File: src/rtl/bq_pkg.sv
package bq_pkg;

  typedef enum logic [1:0] {
    ST_IDLE  = 2'd0,
    ST_RES   = 2'd1,
    ST_SLOT2 = 2'd2,
    ST_TAIL  = 2'd3
  } bq_state_e;

  localparam logic [1:0] QM_ALWAYS   = 2'b00;
  localparam logic [1:0] QM_IF_TRUE  = 2'b01;
  localparam logic [1:0] QM_IF_FALSE = 2'b10;

  // Returns 1 when the delay bundles may keep their results.
  function automatic logic bq_keep(input logic [1:0] mode, input logic cond);
    case (mode)
      QM_IF_TRUE:  return cond;
      QM_IF_FALSE: return !cond;
      default:     return 1'b1;
    endcase
  endfunction

endpackage

File: src/rtl/bq_seq.sv
module bq_seq
  import bq_pkg::*;
#(
  parameter int AW = 40
) (
  input  logic          clk_i,
  input  logic          rst_i,
  input  logic          br_valid_i,
  input  logic [1:0]    br_mode_i,
  input  logic [AW-1:0] br_target_i,
  input  logic          br_cond_i,
  output logic          busy_o,
  output logic          slot1_o,
  output logic          slot2_o,
  output logic          verdict_sq_o,
  output logic          redir_vld_o,
  output logic [AW-1:0] redir_addr_o
);

  bq_state_e     state_q;
  logic [1:0]    mode_q;
  logic [AW-1:0] target_q;
  logic          taken_q;
  logic          sq_q;
  logic          accept;

  assign busy_o = (state_q == ST_RES) || (state_q == ST_SLOT2);
  assign accept = br_valid_i && !busy_o;

  always_ff @(posedge clk_i) begin
    if (rst_i) begin
      state_q  <= ST_IDLE;
      mode_q   <= QM_ALWAYS;
      target_q <= '0;
      taken_q  <= 1'b0;
      sq_q     <= 1'b0;
    end else begin
      case (state_q)
        ST_RES: begin
          taken_q <= br_cond_i;
          sq_q    <= !bq_keep(mode_q, br_cond_i);
          state_q <= ST_SLOT2;
        end
        ST_SLOT2: state_q <= ST_TAIL;
        default: begin
          if (accept) begin
            state_q  <= ST_RES;
            mode_q   <= br_mode_i;
            target_q <= br_target_i;
          end else begin
            state_q <= ST_IDLE;
          end
        end
      endcase
    end
  end

  assign slot1_o      = (state_q == ST_SLOT2);
  assign slot2_o      = (state_q == ST_TAIL);
  assign verdict_sq_o = sq_q;
  assign redir_vld_o  = slot1_o && taken_q;
  assign redir_addr_o = redir_vld_o ? target_q : '0;

endmodule

File: src/rtl/bq_gate.sv
module bq_gate #(
  parameter int LANES = 2
) (
  input  logic             squash_i,
  input  logic [LANES-1:0] rf_we_i,
  input  logic [LANES-1:0] mem_we_i,
  output logic [LANES-1:0] rf_we_o,
  output logic [LANES-1:0] mem_we_o
);

  for (genvar g = 0; g < LANES; g++) begin : g_lane
    assign rf_we_o[g]  = rf_we_i[g]  && !squash_i;
    assign mem_we_o[g] = mem_we_i[g] && !squash_i;
  end

endmodule

File: src/rtl/bq_ctrl.sv
module bq_ctrl #(
  parameter int AW    = 40,
  parameter int LANES = 2
) (
  input  logic             clk_i,
  input  logic             rst_i,
  input  logic             br_valid_i,
  input  logic [1:0]       br_mode_i,
  input  logic [AW-1:0]    br_target_i,
  input  logic             br_cond_i,
  input  logic [LANES-1:0] rf_we_i,
  input  logic [LANES-1:0] mem_we_i,
  output logic [LANES-1:0] rf_we_o,
  output logic [LANES-1:0] mem_we_o,
  output logic             squash_o,
  output logic [1:0]       dslot_o,
  output logic             redir_vld_o,
  output logic [AW-1:0]    redir_addr_o,
  output logic             nest_err_o
);

  logic busy;
  logic slot1;
  logic slot2;
  logic verdict_sq;
  logic in_slot;

  bq_seq #(.AW(AW)) u_seq (
    .clk_i        (clk_i),
    .rst_i        (rst_i),
    .br_valid_i   (br_valid_i),
    .br_mode_i    (br_mode_i),
    .br_target_i  (br_target_i),
    .br_cond_i    (br_cond_i),
    .busy_o       (busy),
    .slot1_o      (slot1),
    .slot2_o      (slot2),
    .verdict_sq_o (verdict_sq),
    .redir_vld_o  (redir_vld_o),
    .redir_addr_o (redir_addr_o)
  );

  assign in_slot    = slot1 || slot2;
  assign squash_o   = verdict_sq && in_slot && !rst_i;
  assign dslot_o    = {slot2, slot1};
  assign nest_err_o = br_valid_i && busy;

  bq_gate #(.LANES(LANES)) u_gate (
    .squash_i (squash_o),
    .rf_we_i  (rf_we_i),
    .mem_we_i (mem_we_i),
    .rf_we_o  (rf_we_o),
    .mem_we_o (mem_we_o)
  );

endmodule

File: config.mk
export PLATFORM = sky130hd
export DESIGN_NAME = bq_ctrl
export DESIGN_NICKNAME = d
export VERILOG_FILES = /design/src/rtl/bq_pkg.sv /design/src/rtl/bq_seq.sv /design/src/rtl/bq_gate.sv /design/src/rtl/bq_ctrl.sv
export SDC_FILE = /design/constraint.sdc
export NUM_CORES = 1
export LEC_CHECK = 0
export CORE_MARGIN = 8
export CORE_UTILIZATION = 35
export DETAILED_ROUTE_END_ITERATION = 12
export SYNTH_ARGS = -nofsm -noshare
export SYNTH_HDL_FRONTEND = slang
export SYNTH_SLANG_ARGS = --single-unit
File: constraint.sdc
create_clock -name clk_i -period 2.2 [get_ports clk_i]
set_input_delay 0.66 -clock clk_i [delete_from_list [all_inputs] [get_ports clk_i]]
set_output_delay 0.66 -clock clk_i [all_outputs]
set_load 0.1 [all_outputs]
Word level (Yosys, flattened, before mapping)

Index checks and enable logic that the tools add are counted.

Flip-flop bits (word level): 46
Word-level logic and storage cells: 35

Equal/unequal tests: 5
Muxes and demuxes: 6
Bitwise gates (word level): 1
Reduce and logical (&&, ||, !) cells: 18

Operator list:

| cell                 | number |
|---|---|
| $mux W40             | 1 |
| $logic_and A1 B1 Y1  | 9 |
| $eq A2 B2 Y1 const B | 3 |
| $logic_not A1 Y1     | 5 |
| $eq A2 B1 Y1 const B | 2 |
| $pmux W2 S2          | 1 |
| $mux W1              | 3 |
| $logic_or A1 B1 Y1   | 2 |
| $pmux W1 S2          | 1 |
| $reduce_and A2 Y1    | 1 |
| $reduce_or A2 Y1     | 1 |
| $not A1 Y1           | 1 |

Logic depth before layout (Yosys ltp)

Depth in word-level cells: 6
Gate-level depth with buffers: 7

By module

A second synthesis with hierarchy kept.

Cell total of the unflattened synthesis: 274
Area, all modules: 2,416.1 um2

Modules (own cells, without submodules):

| module  | times used | cells an instance | area an instance (um2) | seq. area each (um2) |
|---|---|---|---|---|
| bq_seq  | 1          | 265               | 2,353.5                | 920.9 |
| bq_ctrl | 1          | 5                 | 37.5                   | 0.0 |
| bq_gate | 1          | 4                 | 25.0                   | 0.0 |

Worst setup path after synthesis

OpenSTA, ideal clock, no wires.

Path kind: flip-flop to output port
From: reg u_seq.state_q[0]
To: out mem_we_o[0]
Data arrival time: 3.159 ns
Required time: 1.540 ns
Setup slack: -1.619 ns
Stages on the path, launching flop included: 5
Path through: dfxtp_1 inv_1 ha_1 or2_2 a21boi_0

Word-level cells in the longest chain between the ends: 6
Elaborated cells between the ends (all ways): 7

RTL lines:

| item                              | line          | source |
|---|---|---|
| from (decl)                       | bq_seq.sv:20  | `bq_state_e state_q;` |
| from (signal assigned)            | bq_seq.sv:32  | `state_q <= ST_IDLE;` |
| from (signal assigned)            | bq_seq.sv:42  | `state_q <= ST_SLOT2;` |
| from (signal assigned)            | bq_seq.sv:44  | `ST_SLOT2: state_q <= ST_TAIL;` |
| $eq A2 B2 Y1                      | bq_seq.sv:58  | `assign slot1_o = (state_q == ST_SLOT2);` |
| net slot1                         | bq_ctrl.sv:23 | `logic slot1;` |
| $logic_or A1 B1 Y1                | bq_ctrl.sv:43 | `assign in_slot = slot1 \|\| slot2;` |
| $logic_and A1 B1 Y1 (2 in series) | bq_ctrl.sv:44 | `assign squash_o = verdict_sq && in_slot && !rst_i;` |
| $logic_not A1 Y1                  | bq_gate.sv:13 | `assign mem_we_o[g] = mem_we_i[g] && !squash_i;` |
| $logic_and A1 B1 Y1               | bq_gate.sv:13 |  |
| to (decl)                         | bq_ctrl.sv:14 | `output logic [LANES-1:0] mem_we_o,` |

The timed path passes the listed nets, and every way through them passes these cells.

Worst setup path after layout

From: in mem_we_i[1]
To: out mem_we_o[1]

Word-level cells in the longest chain between the ends: 1

RTL lines:

| item                | line          | source |
|---|---|---|
| from (decl)         | bq_ctrl.sv:12 | `input logic [LANES-1:0] mem_we_i,` |
| $logic_and A1 B1 Y1 | bq_gate.sv:13 |  |

No other way between the ends.

==> out/results.md <==
* R2R cell count: 5
* vias in the first global route: 2393
* H-tree levels: 2
* floorplan die area: 0.01122 mm²
* Placed Area: 0.004300 mm²
* top cells by instance count after synthesis: sky130_fd_sc_hd__dfxtp_1 (46), sky130_fd_sc_hd__and3_1 (40), sky130_fd_sc_hd__a21oi_2 (34)
* final critical path time including I/O delays and setup: 2.171 ns
* sinks on the clock net: 46
* area share of the largest cell type after synthesis: 32.55%
* Peak Freq: 460.6 MHz
* diode count: 0
* worst hold-check path type: flip-flop to flip-flop
* syn avg cell area: 10.32 µm²
* violation count after the first detailed-routing iteration: 83
* final weighted congestion in routability-driven placement: 0.6539
* fraction of power consumed by sequential logic: 41.5%
* highest cell delay on the worst timing path: 0.47 ns
* total I/O pin count: 99
* Setup crit start kind: primary input
* category of cells accounting for the largest share of critical-path delay: buffers and inverters
* largest vdd supply drop: 302.6 µV
* worst slew pin tran: 0.7134 ns
* hold path startpoint: u_seq.target_q[6]
* Data required, critical path: 1.54 ns
* relative slew slack: 52.44%
* RR Endpoint: u_seq.state_q[0]
* post-synth top area cell: sky130_fd_sc_hd__dfxtp_1
* Post-Route WL: 7560 µm
* unrepaired setup endpoints after global routing: true
* status: completed
* number of remaining DRC errors: 0
* destination of the worst hold path: u_seq.target_q[6]
* Internal: 1.496 mW
* Core ar.: 0.007767 mm²
* Final Hold Viols: 0
* maximum number of pins on one net before global-route repair: 87
* clock latency of the later-clocked register in the worst-skew pair: 0.29 ns
* Main synth FF type: sky130_fd_sc_hd__dfxtp_1
* final period utilization: 98.68%
* GRT overflow: 0
* type of the worst setup path: primary input to primary output
* Yosys warning count: 0
* total via count after detailed routing: 2242
* cell count after synthesis: 274
* antenna-violating nets left: 0
* max cap viols: 0
* leakage power: 1.741 nW
* netlist area before placement: 0.002829 mm²
* sequence of cells on the critical path: clkdlybuf4s50_1 -> a21boi_4 -> buf_12
* P per Cell Area: 521.7 mW/mm²
* switching part of the total power: 34.84%
* clock tree from TritonCTS: yes
* Slew Limit Fails: 0
* Buffers & Inverters on Critical Path: 2
* FILL cells: 700
* signal arrival time at the worst endpoint: 1.51 ns
* final setup violating endpoints: 0
* GRT Resource Usage Total: 13.31%
* Root Driver: sky130_fd_sc_hd__clkbuf_8
* WL/cell: 16.62 µm
* Starting Density: 36.42%
* Gate power share: 37.2%
* Layout area overhead: 55.51%
* Synthesized Nets: 329
* master of the slowest instance on the critical path: sky130_fd_sc_hd__clkdlybuf4s50_1
* Std-Cell Rows: 32
* Synth cell types: 25
* Area contributors post-synth: sky130_fd_sc_hd__dfxtp_1 (33%), sky130_fd_sc_hd__nand3_2 (11%), sky130_fd_sc_hd__a21oi_2 (11%)
* post-layout util: 56.64%
* global-route wire length before repair: 12400 µm
* net switching power of the design: 799.5 µW
* number of instances in the placed design: 447
* share of synthesized registers carrying an async set or reset: 0%
* clock share of power: 21.3%
* endpoint class of the critical path: primary output
* maximum buffer depth of the clock tree: 2
* total CTS buffers: 5
* number of antenna violations at the first check in global routing: 0
* number of I/O port buffers: 98
* hold depth: 2
* Register-to-Register Setup Slack: 0.68 ns
* Max FO, Critical Path: 1
* most frequently used cell type in the post-synthesis netlist: sky130_fd_sc_hd__dfxtp_1
* first drt pass iteration count: 4
* detailed placer's ending HPWL: 5011 µm
* number of nets in the layout: 408
* flops & latches, synth: 46
* share of cells above drive strength 1: 59.49%
* chip height: 105.9 µm
* final std cells w/o fill: 455
* startpoint of the worst-slack reg-to-reg timing path: u_seq.state_q[0]
* overall die width: 105.9 µm
* worst setup skew after layout: 0.001862 ns
* number of enable flip-flop cells after synthesis: 0
* Via density: 4.927
* clock input transition at the sequential cells of the worst setup and hold paths: 0.08 ns
* share of the yosys chip area belonging to registers: 32.55%
* cell area after layout: 0.004399 mm²
[state kept, by name, indices dropped and copies added (netlist names)]
name / count
u_seq.verdict_sq_o: 1
u_seq.state_q: 2
u_seq.target_q: 40
u_seq.mode_q: 2
u_seq.taken_q: 1
[tightest hold or removal path: cells and delay by family (launching register included)]
kind / cells / cell delay (ns)
compound gates: 2 / 0.22
flops: 1 / 0.31
[placed cells by master, fill, tap and decap left out, types with 2 or more instances in the layout]
cell type	count
sky130_fd_sc_hd__buf_12	51
sky130_fd_sc_hd__clkdlybuf4s50_1	47
sky130_fd_sc_hd__dfxtp_1	44
sky130_fd_sc_hd__and3_2	38
sky130_fd_sc_hd__a21oi_2	34
sky130_fd_sc_hd__nand3_2	31
sky130_fd_sc_hd__a21bo_2	25
sky130_fd_sc_hd__a21bo_1	17
sky130_fd_sc_hd__nand3_1	11
sky130_fd_sc_hd__a21oi_1	8
sky130_fd_sc_hd__buf_4	6
sky130_fd_sc_hd__clkbuf_8	5
sky130_fd_sc_hd__inv_1	4
sky130_fd_sc_hd__a21boi_4	4
sky130_fd_sc_hd__nor2_1	3
sky130_fd_sc_hd__ha_1	3
sky130_fd_sc_hd__and3_1	2
sky130_fd_sc_hd__mux2i_1	2
sky130_fd_sc_hd__clkbuf_1	2
sky130_fd_sc_hd__buf_6	2
sky130_fd_sc_hd__dfxtp_2	2
[worst max-delay path by stage]
stage                     startpoint               end  cells past startpoint
floorplan           u_seq.state_q[0]       mem_we_o[0]                      4
global placement         mem_we_i[1]       mem_we_o[1]                      3
detailed placement        rf_we_i[1]        rf_we_o[1]                      3
CTS                 u_seq.state_q[0]  redir_addr_o[19]                      5
global route        u_seq.state_q[1]        rf_we_o[0]                      4
finish                   mem_we_i[1]       mem_we_o[1]                      3
[per-stage QoR]
stage | setup TNS (ns) | setup WS (ns) | power (mW) | hold WS (ns)
after global placement | 0 | 0.04938 | 1.809 | 0.5542
after CTS | 0 | 0.008640 | 2.327 | 0.5739
final | 0 | 0.02911 | 2.295 | 0.5717
after global routing | -0.06224 | -0.01919 | 2.425 | 0.5852
after floorplan | -0.4156 | -0.1039 | 1.689 | 0.5433
after detailed placement | 0 | 0.03598 | 1.822 | 0.5550
[logic make-up (layout without fill, tap and decap cells)]
kind of cell	Yosys count	in the layout	synth area share (%)
muxes	3	3	1.106
and+or+nand+nor	91	91	23.57
adders and majority gates	5	5	2.211
buffers and inverters	40	119	12.12
AOI/OAI and AO/OA	89	89	28.44
DFF	46	46	32.55
[layout make-up]
class,instances,area (µm²),area share (%)
multi-input combinational,188,1689,38.40
clock buffer,7,76.32,1.735
tap,102,127.6,2.901
sequential,46,923.4,20.99
timing repair buffer,107,1564,35.55
inverter,5,18.77,0.4266
[repair_timing]
item,in CTS,in global routing
setup endpoints to repair,27,41
cloned,0,0
pin swaps,5,0
buffers inserted,1,0
gates resized for setup,5,2
hold buffers,0,0
[layer usage]
layer / up-vias / GRT usage (%) / part of all wire (%)
met2: 62 / 21.09 / 45
met4: 0 / 3.317 / 0.94
met5: - / 0 / 0
met3: 7 / 5.012 / 6.8
met1: 1051 / 16.62 / 47
li1: 1122 / - / -
[power groups by stage]
stage | clock, mW | combinational, mW | sequential, mW
after CTS | 0.511 | 0.864 | 0.952
after floorplan | 0 | 0.731 | 0.958
after detailed placement | 0 | 0.854 | 0.969
after global routing | 0.541 | 0.922 | 0.963
after global placement | 0 | 0.844 | 0.965
final | 0.488 | 0.855 | 0.953
No activity file was read; power rests on OpenSTA's default activity.
